==> src/rtl/fbaud_pkg.sv <==
package fbaud_pkg;

  typedef enum logic [1:0] {
    MODE_ASYNC   = 2'b00,
    MODE_SYNC    = 2'b01,
    MODE_SPI     = 2'b10,
    MODE_SPI_ALT = 2'b11
  } serMode_e;

  typedef struct packed {
    logic restart;
    logic asyncMode;
    logic compOn;
    logic dblOn;
    logic sclkRun;
  } dpCtrl_t;

endpackage

==> src/rtl/fbaud_ctrl.sv <==
module fbaud_ctrl
  import fbaud_pkg::*;
#(
  parameter int DIV_W = 8
) (
  input  logic [DIV_W-1:0] rawDiv,
  input  logic [1:0]       modeSel,
  input  logic             compEn,
  input  logic             dblSpeed,
  input  logic             cfgWr,
  input  logic             sclkEn,
  output dpCtrl_t          ctrl,
  output logic [DIV_W-1:0] effDiv
);

  localparam logic [DIV_W-1:0] MIN_ASYNC = DIV_W'(1);
  localparam logic [DIV_W-1:0] MIN_CLKED = DIV_W'(2);

  serMode_e         curMode;
  logic             isAsync;
  logic [DIV_W-1:0] minDiv;

  always_comb begin
    curMode = serMode_e'(modeSel);
    isAsync = (curMode == MODE_ASYNC);
    // smallest legal divisor depends on mode
    minDiv  = isAsync ? MIN_ASYNC : MIN_CLKED;
    effDiv  = (rawDiv < minDiv) ? minDiv : rawDiv;
  end

  always_comb begin
    ctrl.restart   = cfgWr;
    ctrl.asyncMode = isAsync;
    ctrl.compOn    = isAsync & compEn;   // compensation ignored when clocked
    ctrl.dblOn     = isAsync & dblSpeed; // double speed ignored when clocked
    ctrl.sclkRun   = ~isAsync & sclkEn;
  end

endmodule

==> src/rtl/fbaud_datapath.sv <==
module fbaud_datapath
  import fbaud_pkg::*;
#(
  parameter int DIV_W  = 8,
  parameter int FRAC_W = 8,
  parameter int OVS    = 16
) (
  input  logic              clk,
  input  logic              rstN,
  input  dpCtrl_t           ctrl,
  input  logic [DIV_W-1:0]  effDiv,
  input  logic [FRAC_W-1:0] frac,
  output logic              sampleTick,
  output logic              bitTick,
  output logic              sclk
);

  localparam int PW = $clog2(OVS);

  logic [DIV_W-1:0]  cnt;
  logic [FRAC_W-1:0] acc;
  logic [FRAC_W-1:0] accNext;
  logic              carry;
  logic              useCarry;
  logic [DIV_W-1:0]  reload;
  logic [PW-1:0]     pre;
  logic              sclkQ;
  logic              expire;
  logic              preFull;

  always_comb begin
    expire           = (cnt == '0);
    {carry, accNext} = {1'b0, acc} + {1'b0, frac};
    useCarry         = ctrl.compOn & carry;
    // a carry drops one clock from the period starting now
    reload           = effDiv - DIV_W'(useCarry);
  end

  always_ff @(posedge clk) begin
    if (!rstN) begin
      cnt   <= '1;
      acc   <= '0;
      pre   <= '0;
      sclkQ <= 1'b0;
    end else if (ctrl.restart) begin
      // clean phase after a configuration write
      cnt   <= effDiv;
      acc   <= '0;
      pre   <= '0;
      sclkQ <= 1'b0;
    end else if (expire) begin
      cnt <= reload;
      if (ctrl.compOn)    acc   <= accNext;
      if (ctrl.asyncMode) pre   <= pre + PW'(1);
      if (ctrl.sclkRun)   sclkQ <= ~sclkQ;
    end else begin
      cnt <= cnt - DIV_W'(1);
    end
  end

  generate
    if (PW > 1) begin : g_half
      assign preFull = ctrl.dblOn ? (&pre[PW-2:0]) : (&pre);
    end else begin : g_single
      assign preFull = ctrl.dblOn ? 1'b1 : (&pre);
    end
  endgenerate

  assign sampleTick = expire & ctrl.asyncMode & rstN;
  assign bitTick    = sampleTick & preFull;
  assign sclk       = sclkQ;

  p_reload_range_r3: assert property (@(posedge clk) disable iff (!rstN)
    (expire && !ctrl.restart) |=>
      (cnt == $past(effDiv) || cnt == $past(effDiv) - DIV_W'(1)));

  p_clocked_no_ticks_r6: assert property (@(posedge clk) disable iff (!rstN)
    !ctrl.asyncMode |-> (!sampleTick && !bitTick));

  p_bit_on_sample_r4: assert property (@(posedge clk) disable iff (!rstN)
    bitTick |-> sampleTick);

  p_sclk_hold_r7: assert property (@(posedge clk) disable iff (!rstN)
    (!ctrl.sclkRun && !ctrl.restart) |=> $stable(sclkQ));

  p_restart_phase_r9: assert property (@(posedge clk) disable iff (!rstN)
    ctrl.restart |=> (cnt == $past(effDiv) && acc == '0 && !sclkQ));

endmodule

==> src/rtl/frac_baud_gen.sv <==
module frac_baud_gen
  import fbaud_pkg::*;
#(
  parameter int DIV_W  = 8,
  parameter int FRAC_W = 8,
  parameter int OVS    = 16
) (
  input  logic              clk,
  input  logic              rstN,
  input  logic [DIV_W-1:0]  divisor,
  input  logic [FRAC_W-1:0] fraction,
  input  logic              cfgWr,
  input  logic              compEn,
  input  logic              dblSpeed,
  input  logic [1:0]        mode,
  input  logic              sclkEn,
  output logic              sampleTick,
  output logic              bitTick,
  output logic              sclk
);

  dpCtrl_t          ctrl;
  logic [DIV_W-1:0] effDiv;

  fbaud_ctrl #(.DIV_W(DIV_W)) i_ctrl (
    .rawDiv   (divisor),
    .modeSel  (mode),
    .compEn   (compEn),
    .dblSpeed (dblSpeed),
    .cfgWr    (cfgWr),
    .sclkEn   (sclkEn),
    .ctrl     (ctrl),
    .effDiv   (effDiv)
  );

  fbaud_datapath #(.DIV_W(DIV_W), .FRAC_W(FRAC_W), .OVS(OVS)) i_dp (
    .clk        (clk),
    .rstN       (rstN),
    .ctrl       (ctrl),
    .effDiv     (effDiv),
    .frac       (fraction),
    .sampleTick (sampleTick),
    .bitTick    (bitTick),
    .sclk       (sclk)
  );

endmodule

==> config.mk <==
export PLATFORM = sky130hd
export DESIGN_NAME = frac_baud_gen
export DESIGN_NICKNAME = d
export VERILOG_FILES = /design/src/rtl/fbaud_pkg.sv /design/src/rtl/fbaud_ctrl.sv /design/src/rtl/fbaud_datapath.sv /design/src/rtl/frac_baud_gen.sv
export SDC_FILE = /design/constraint.sdc
export NUM_CORES = 1
export LEC_CHECK = 0
export BUFFER_PORTS_ARGS = -buffer_cell sky130_fd_sc_hd__buf_4
export CAP_MARGIN = 20
export CORE_AREA = 5 5 63 65
export DETAILED_ROUTE_END_ITERATION = 10
export DIE_AREA = 0 0 68 70
export PLACE_DENSITY = 0.78
export SETUP_SLACK_MARGIN = 0.1
export SLEW_MARGIN = 20
export SYNTH_ARGS = -nofsm -noshare
export SYNTH_HDL_FRONTEND = slang
export SYNTH_SLANG_ARGS = --single-unit
==> constraint.sdc <==
create_clock -name clk -period 2.7 [get_ports clk]
set_input_delay 0.135 -clock clk [delete_from_list [all_inputs] [get_ports clk]]
set_output_delay 0.135 -clock clk [all_outputs]
set_load 0.005 [all_outputs]
# Yosys cells after proc, flatten, opt, wreduce, memory -nomap -nowiden
# Index checks and enable logic that the tools add are counted.
dict set report totals {
  regBits 21
  input_bits 24
  output_inout_bits 3
}
dict set report classes {
  add_sub_neg 4
  n_lt_le_gt_ge 1
  n_mux 5
  bitwise_logic 10
  n_reduce_logical 8
}
# operator n
set ops {}
lappend ops {{$mux 8} 3}
lappend ops {{$add 8x8->9} 1}
lappend ops {{$logic_not 8->1} 1}
lappend ops {{$lt 8x8->1} 1}
lappend ops {{$sub 8x1->8} 1}
lappend ops {{$sub 8x1->8 const B} 1}
lappend ops {{$and 1x1->1} 7}
lappend ops {{$reduce_and 2->1} 3}
lappend ops {{$add 4x1->4 const B} 1}
lappend ops {{$reduce_and 4->1} 1}
lappend ops {{$not 1->1} 3}
lappend ops {{$reduce_and 3->1} 1}
lappend ops {{$logic_not 2->1} 1}
lappend ops {{$mux 2} 1}
lappend ops {{$reduce_or 2->1} 1}
lappend ops {{$mux 1} 1}

# Logic depth before layout (Yosys ltp)
dict set report depth {
  ltp_word 7
  ltp_mapped 13
}

# Modules after synthesis
# A second synthesis with hierarchy kept.
dict set report hier_totals {
  hier_cells 209
  area_unflattened_um2 1626.6
}
# module n_inst cells_each area_each_um2
set by_module_without_submodules {}
lappend by_module_without_submodules {fbaud_datapath 1 188 1475.2}
lappend by_module_without_submodules {fbaud_ctrl 1 21 151.4}

# Worst setup path after synthesis
# No wires, ideal clock.
dict set report synth_timing {
  path_type {reg2reg}
  start {register i_dp.acc[0]}
  end {register i_dp.cnt[6]}
  arrival_ns 2.595
  setup_slack_ns -0.017
  path_stages_with_launch 14
  path_buffers 0
  synth_period_minus_slack_ns 2.717
  path_cell_list {dfxtp_1 -> ha_1 -> fa_1 -> a211oi_1 -> o21ai_0 -> a21oi_1 -> o21ai_0 -> o211a_1 -> ha_1 -> ha_1 -> nand2_1 -> or3_1 -> a21oi_1 -> o32a_1}
}
dict set report synth_between {
  elab_chain_cells 5
}
# item line
set synth_lines {}
lappend synth_lines {{start: declaration} fbaud_datapath.sv:21} ;# logic [FRAC_W-1:0] acc;
lappend synth_lines {{start signal: assignment} fbaud_datapath.sv:53} ;# if (ctrl.compOn) acc <= accNext;
lappend synth_lines {{$add 8x8->9} fbaud_datapath.sv:33} ;# {carry, accNext} = {1'b0, acc} + {1'b0, frac};
lappend synth_lines {{$and 1x1->1} fbaud_datapath.sv:34} ;# useCarry = ctrl.compOn & carry;
lappend synth_lines {{$sub 8x1->8} fbaud_datapath.sv:36} ;# reload = effDiv - DIV_W'(useCarry);
lappend synth_lines {{$mux 8} fbaud_datapath.sv:51} ;# end else if (expire) begin
lappend synth_lines {{$mux 8} fbaud_datapath.sv:45} ;# end else if (ctrl.restart) begin
lappend synth_lines {{end signal: assignment} fbaud_datapath.sv:47} ;# cnt <= effDiv;
lappend synth_lines {{end signal: assignment} fbaud_datapath.sv:52} ;# cnt <= reload;
lappend synth_lines {{end signal: assignment} fbaud_datapath.sv:57} ;# cnt <= cnt - DIV_W'(1);
lappend synth_lines {{end: declaration} fbaud_datapath.sv:20} ;# logic [DIV_W-1:0] cnt;
# Every way passes these cells.
# A chain may end at the register's enable or synchronous reset.

# Worst setup path in the final report
# Same ends and word-level chain as after synthesis.

==> impl_metrics.xml <==
<?xml version="1.0" encoding="UTF-8"?>
<metrics>
  <group name="detailed_routing">
    <metric name="top_layer_used" unit="">met4</metric>
    <metric name="wl_met3" unit="um">209</metric>
    <metric name="drt-vias-per-instance" unit="">5.83</metric>
    <metric name="vias" unit="">1725</metric>
    <metric name="drt.antenna.violating_nets" unit="">0</metric>
    <metric name="drtIter0Drc" unit="">97</metric>
    <metric name="detail_route.drc_violations" unit="">0</metric>
    <metric name="met2RoutedLength" unit="um">2180</metric>
    <metric name="drtPass1Iterations" unit="">4</metric>
    <metric name="wl_met1" unit="um">2000</metric>
    <metric name="wire_per_inst" unit="um">15.1</metric>
    <metric name="final_routed_wirelength" unit="um">4470</metric>
  </group>
  <group name="layout">
    <metric name="ant_diodes" unit="">0</metric>
    <metric name="fillerInstances" unit="">269</metric>
    <metric name="drive_gt1_frac" unit="">0.292</metric>
    <metric name="layout.cells.non_filler" unit="">296</metric>
    <metric name="final_net_count" unit="">291</metric>
    <metric name="area_overhead_vs_synth" unit="%">32.6</metric>
  </group>
  <group name="global_routing">
    <metric name="number_of_antenna_violations_at_the_first_check_in_global_routing" unit="">0</metric>
    <metric name="grt_ovf" unit="">0</metric>
    <metric name="pin_count_of_the_biggest_net_entering_global_routing" unit="">16</metric>
    <metric name="global_route.usage.total" unit="">0.193</metric>
    <metric name="grt_pass1_vias" unit="">1680</metric>
    <metric name="wire_length_of_the_first_global_routing_pass" unit="um">7210</metric>
  </group>
  <group name="synth">
    <metric name="synthesis.area_per_instance" unit="sq um">7.80</metric>
    <metric name="synthDominantCellAreaShare" unit="">0.262</metric>
    <metric name="synth.net_count" unit="">246</metric>
    <metric name="number_of_enable_flip_flop_cells_after_synthesis" unit="">0</metric>
    <metric name="synth-async-reset-ratio" unit="">0</metric>
    <metric name="yosys_warnings" unit="">0</metric>
    <metric name="yosys-top-cells-area" unit="">dfxtp_1 (26%), ha_1 (12%), nand2_1 (6.1%), a21oi_1 (5.3%), nand3_1 (4.0%)</metric>
    <metric name="synthesis.area" unit="sq mm">0.00161</metric>
    <metric name="post-synth-top-count-cell" unit="">nand2_1</metric>
    <metric name="syn-instance-count" unit="">206</metric>
    <metric name="yosysTopAreaCell" unit="">dfxtp_1</metric>
    <metric name="ys_dominant_reg_cell" unit="">dfxtp_1</metric>
    <metric name="ys_seq_area_frac" unit="">0.262</metric>
    <metric name="post_synth_num_cell_types" unit="">48</metric>
    <metric name="most_instantiated_cells_after_synthesis" unit="">nand2_1 (26), dfxtp_1 (21), a21oi_1 (17)</metric>
    <metric name="ys_ff_latch" unit="">21</metric>
  </group>
  <group name="cts">
    <metric name="clock_tree.root_cell" unit="">clkbuf_4</metric>
    <metric name="ctsHtreeMaxLevel" unit="">1</metric>
    <metric name="clk-insertion-delay-late" unit="ns">0.31</metric>
    <metric name="clock_tree_from_tritoncts" unit="">built</metric>
    <metric name="total_clock_sinks" unit="">21</metric>
    <metric name="cts_made_buffers" unit="">3</metric>
    <metric name="cts-root-to-sink-buffers" unit="">2</metric>
    <metric name="clock_transition_at_the_registers_of_the_reported_paths" unit="ns">0.12</metric>
    <metric name="cts_hold_buf" unit="">0</metric>
  </group>
  <group name="power">
    <metric name="power_per_cell_area" unit="mW/mm^2">284</metric>
    <metric name="worst_voltage_drop_across_the_vdd_grid" unit="mV">0.164</metric>
    <metric name="power.leakage" unit="nW">0.886</metric>
  </group>
  <group name="setup_path">
    <metric name="cp.required" unit="ns">2.91</metric>
    <metric name="timing.critical_path.slowest_stage_cell" unit="">dfxtp_2</metric>
    <metric name="worst-setup-path-type" unit="">reg2reg</metric>
    <metric name="setup.worst_path.start_class" unit="">flip-flop</metric>
    <metric name="critPathArrivalTime" unit="ns">2.93</metric>
    <metric name="critical-path-max-stage-delay" unit="ns">0.36</metric>
    <metric name="crit_chain" unit="">ha_4 -&gt; fa_2 -&gt; a211oi_2 -&gt; o21ai_1 -&gt; a21oi_2 -&gt; o21ai_1 -&gt; o211a_1 -&gt; ha_4 -&gt; ha_4 -&gt; nand2_2 -&gt; or3_4 -&gt; a21oi_2 -&gt; o32a_1</metric>
    <metric name="critPathMaxFanout" unit="">3</metric>
    <metric name="setup.worst_path.end_class" unit="">flip-flop</metric>
    <metric name="critical_path.most_common_cell" unit="">ha_4</metric>
  </group>
  <group name="sta">
    <metric name="post-route-min-period" unit="ns">2.72</metric>
    <metric name="fmax" unit="MHz">367</metric>
    <metric name="timing.final.max_slew_violations" unit="">0</metric>
    <metric name="worst_slew_pin_slew" unit="ns">0.565</metric>
    <metric name="timing.max_slew.rel_slack" unit="">0.622</metric>
    <metric name="worst_slack" unit="ns">-0.0242</metric>
    <metric name="finalClockSkew" unit="ns">0.00112</metric>
    <metric name="timing_hold_violations_final" unit="">0</metric>
    <metric name="timing.final.setup_violations" unit="">1</metric>
    <metric name="post-route-period-util" unit="">1.01</metric>
    <metric name="unrepaired_setup_endpoints_after_global_routing" unit="">true</metric>
    <metric name="fin_setup_tns" unit="ns">-0.0242</metric>
    <metric name="finalHoldWorstSlack" unit="ns">0.0889</metric>
  </group>
  <group name="floorplanning">
    <metric name="standard_cell_row_count" unit="">21</metric>
    <metric name="floorplan.die_area" unit="sq mm">0.00476</metric>
    <metric name="die_h" unit="um">70</metric>
    <metric name="initial_core_util" unit="">0.489</metric>
    <metric name="coreArea" unit="sq mm">0.00328</metric>
    <metric name="die_w" unit="um">68</metric>
    <metric name="ios" unit="">27</metric>
  </group>
  <group name="run_status">
    <metric name="outcome" unit="">finished, violations left</metric>
    <metric name="failed_checks" unit="">negative setup slack</metric>
  </group>
  <group name="placement">
    <metric name="dp_hpwl" unit="um">2980</metric>
    <metric name="globalplace.congestion" unit="">0.812</metric>
    <metric name="io_buffer_count" unit="">26</metric>
    <metric name="dp.cells" unit="">278</metric>
    <metric name="dp_worst_slack" unit="ns">-0.0923</metric>
  </group>
  <group name="hold_path">
    <metric name="timing.hold.worst.class" unit="">in2reg</metric>
  </group>
  <group name="flow_run">
    <metric name="max_cap_violations" unit="">0</metric>
  </group>
</metrics>
-- worst paths after layout --
kind / from / to / slack, ns / cells past startpoint
max: i_dp.acc[0] / i_dp.cnt[6] / -0.02 / 13
min: rstN / i_dp.cnt[2] / 0.09 / 2
max reg2reg: i_dp.acc[0] / i_dp.cnt[6] / -0.02 / 13
min reg2reg: i_dp.acc[5] / i_dp.acc[5] / 0.48 / 2
-- state kept, by name (all words and copies together) (netlist names) --
name / count
i_dp.cnt: 8
i_dp.acc: 8
i_dp.sclk: 1
i_dp.pre: 4
-- cell families (layout without fill, tap and decap cells) --
kind of cell	after synthesis	in the layout	synth area share
AO/OA/AOI/OAI	51	51	0.207
multiplexers	1	1	0.00623
buffers and inverters	18	62	0.0475
flip-flops	21	21	0.262
AND/OR/NAND/NOR	89	89	0.294
XOR/XNOR	10	10	0.0545
adder cells (fa/ha/maj)	16	16	0.129
-- cell usage in the layout (no fill, tap or decap), drive strengths merged, types with 5 or more instances in the layout --
cell type | synthesis | layout
inv | 12 | 12
xor2 | 7 | 7
nand4 | 5 | 5
o21ai | 9 | 9
buf | 2 | 46
nor3 | 7 | 7
dfxtp | 21 | 21
nor2 | 16 | 16
a21oi | 17 | 17
nand3 | 14 | 14
nand2 | 27 | 27
ha | 15 | 15
-- per-stage QoR --
step	util	instance area, sq um	total power, mW
floorplan	-	1610	0.392
finish	0.648	2130	0.605
CTS	0.624	2050	0.599
global route	0.648	2130	0.634
detailed placement	0.573	1880	0.443
global placement	0.573	1880	0.442
-- per-layer routing --
layer,global-route usage,up-vias
met1,0.239,821
li1,-,848
met2,0.324,49
met3,0.0160,7
met4,0.0949,0
met5,0,-
-- layout make-up --
type	instances	area [sq um]	area share
Sequential cell	21	422	0.198
Timing Repair Buffer	46	357	0.167
Clock buffer	4	26.3	0.0123
Inverter	12	45.0	0.0212
Tap cell	46	57.6	0.0270
Multi-Input combinational cell	167	1220	0.574
-- critical path, delay by kind of cell (launching register included) --
family	cells	cell delay, ns
AO/OA/AOI/OAI	7	1.23
adder cells (fa/ha/maj)	4	0.86
flip-flops	1	0.36
AND/OR/NAND/NOR	2	0.17
-- power breakdown --
group,internal [mW],switching [mW]
sequential,0.318,0.00900
clock,0.0578,0.101
combinational,0.0551,0.0641
-- what timing repair did --
action | in CTS | in global routing
endpoints found under the setup margin | 4 | 5
gates resized for setup | 10 | 16
gates cloned | 0 | 0
setup buffers | 13 | 3
pin swaps | 4 | 13
(Power assumes the default switching activity.)
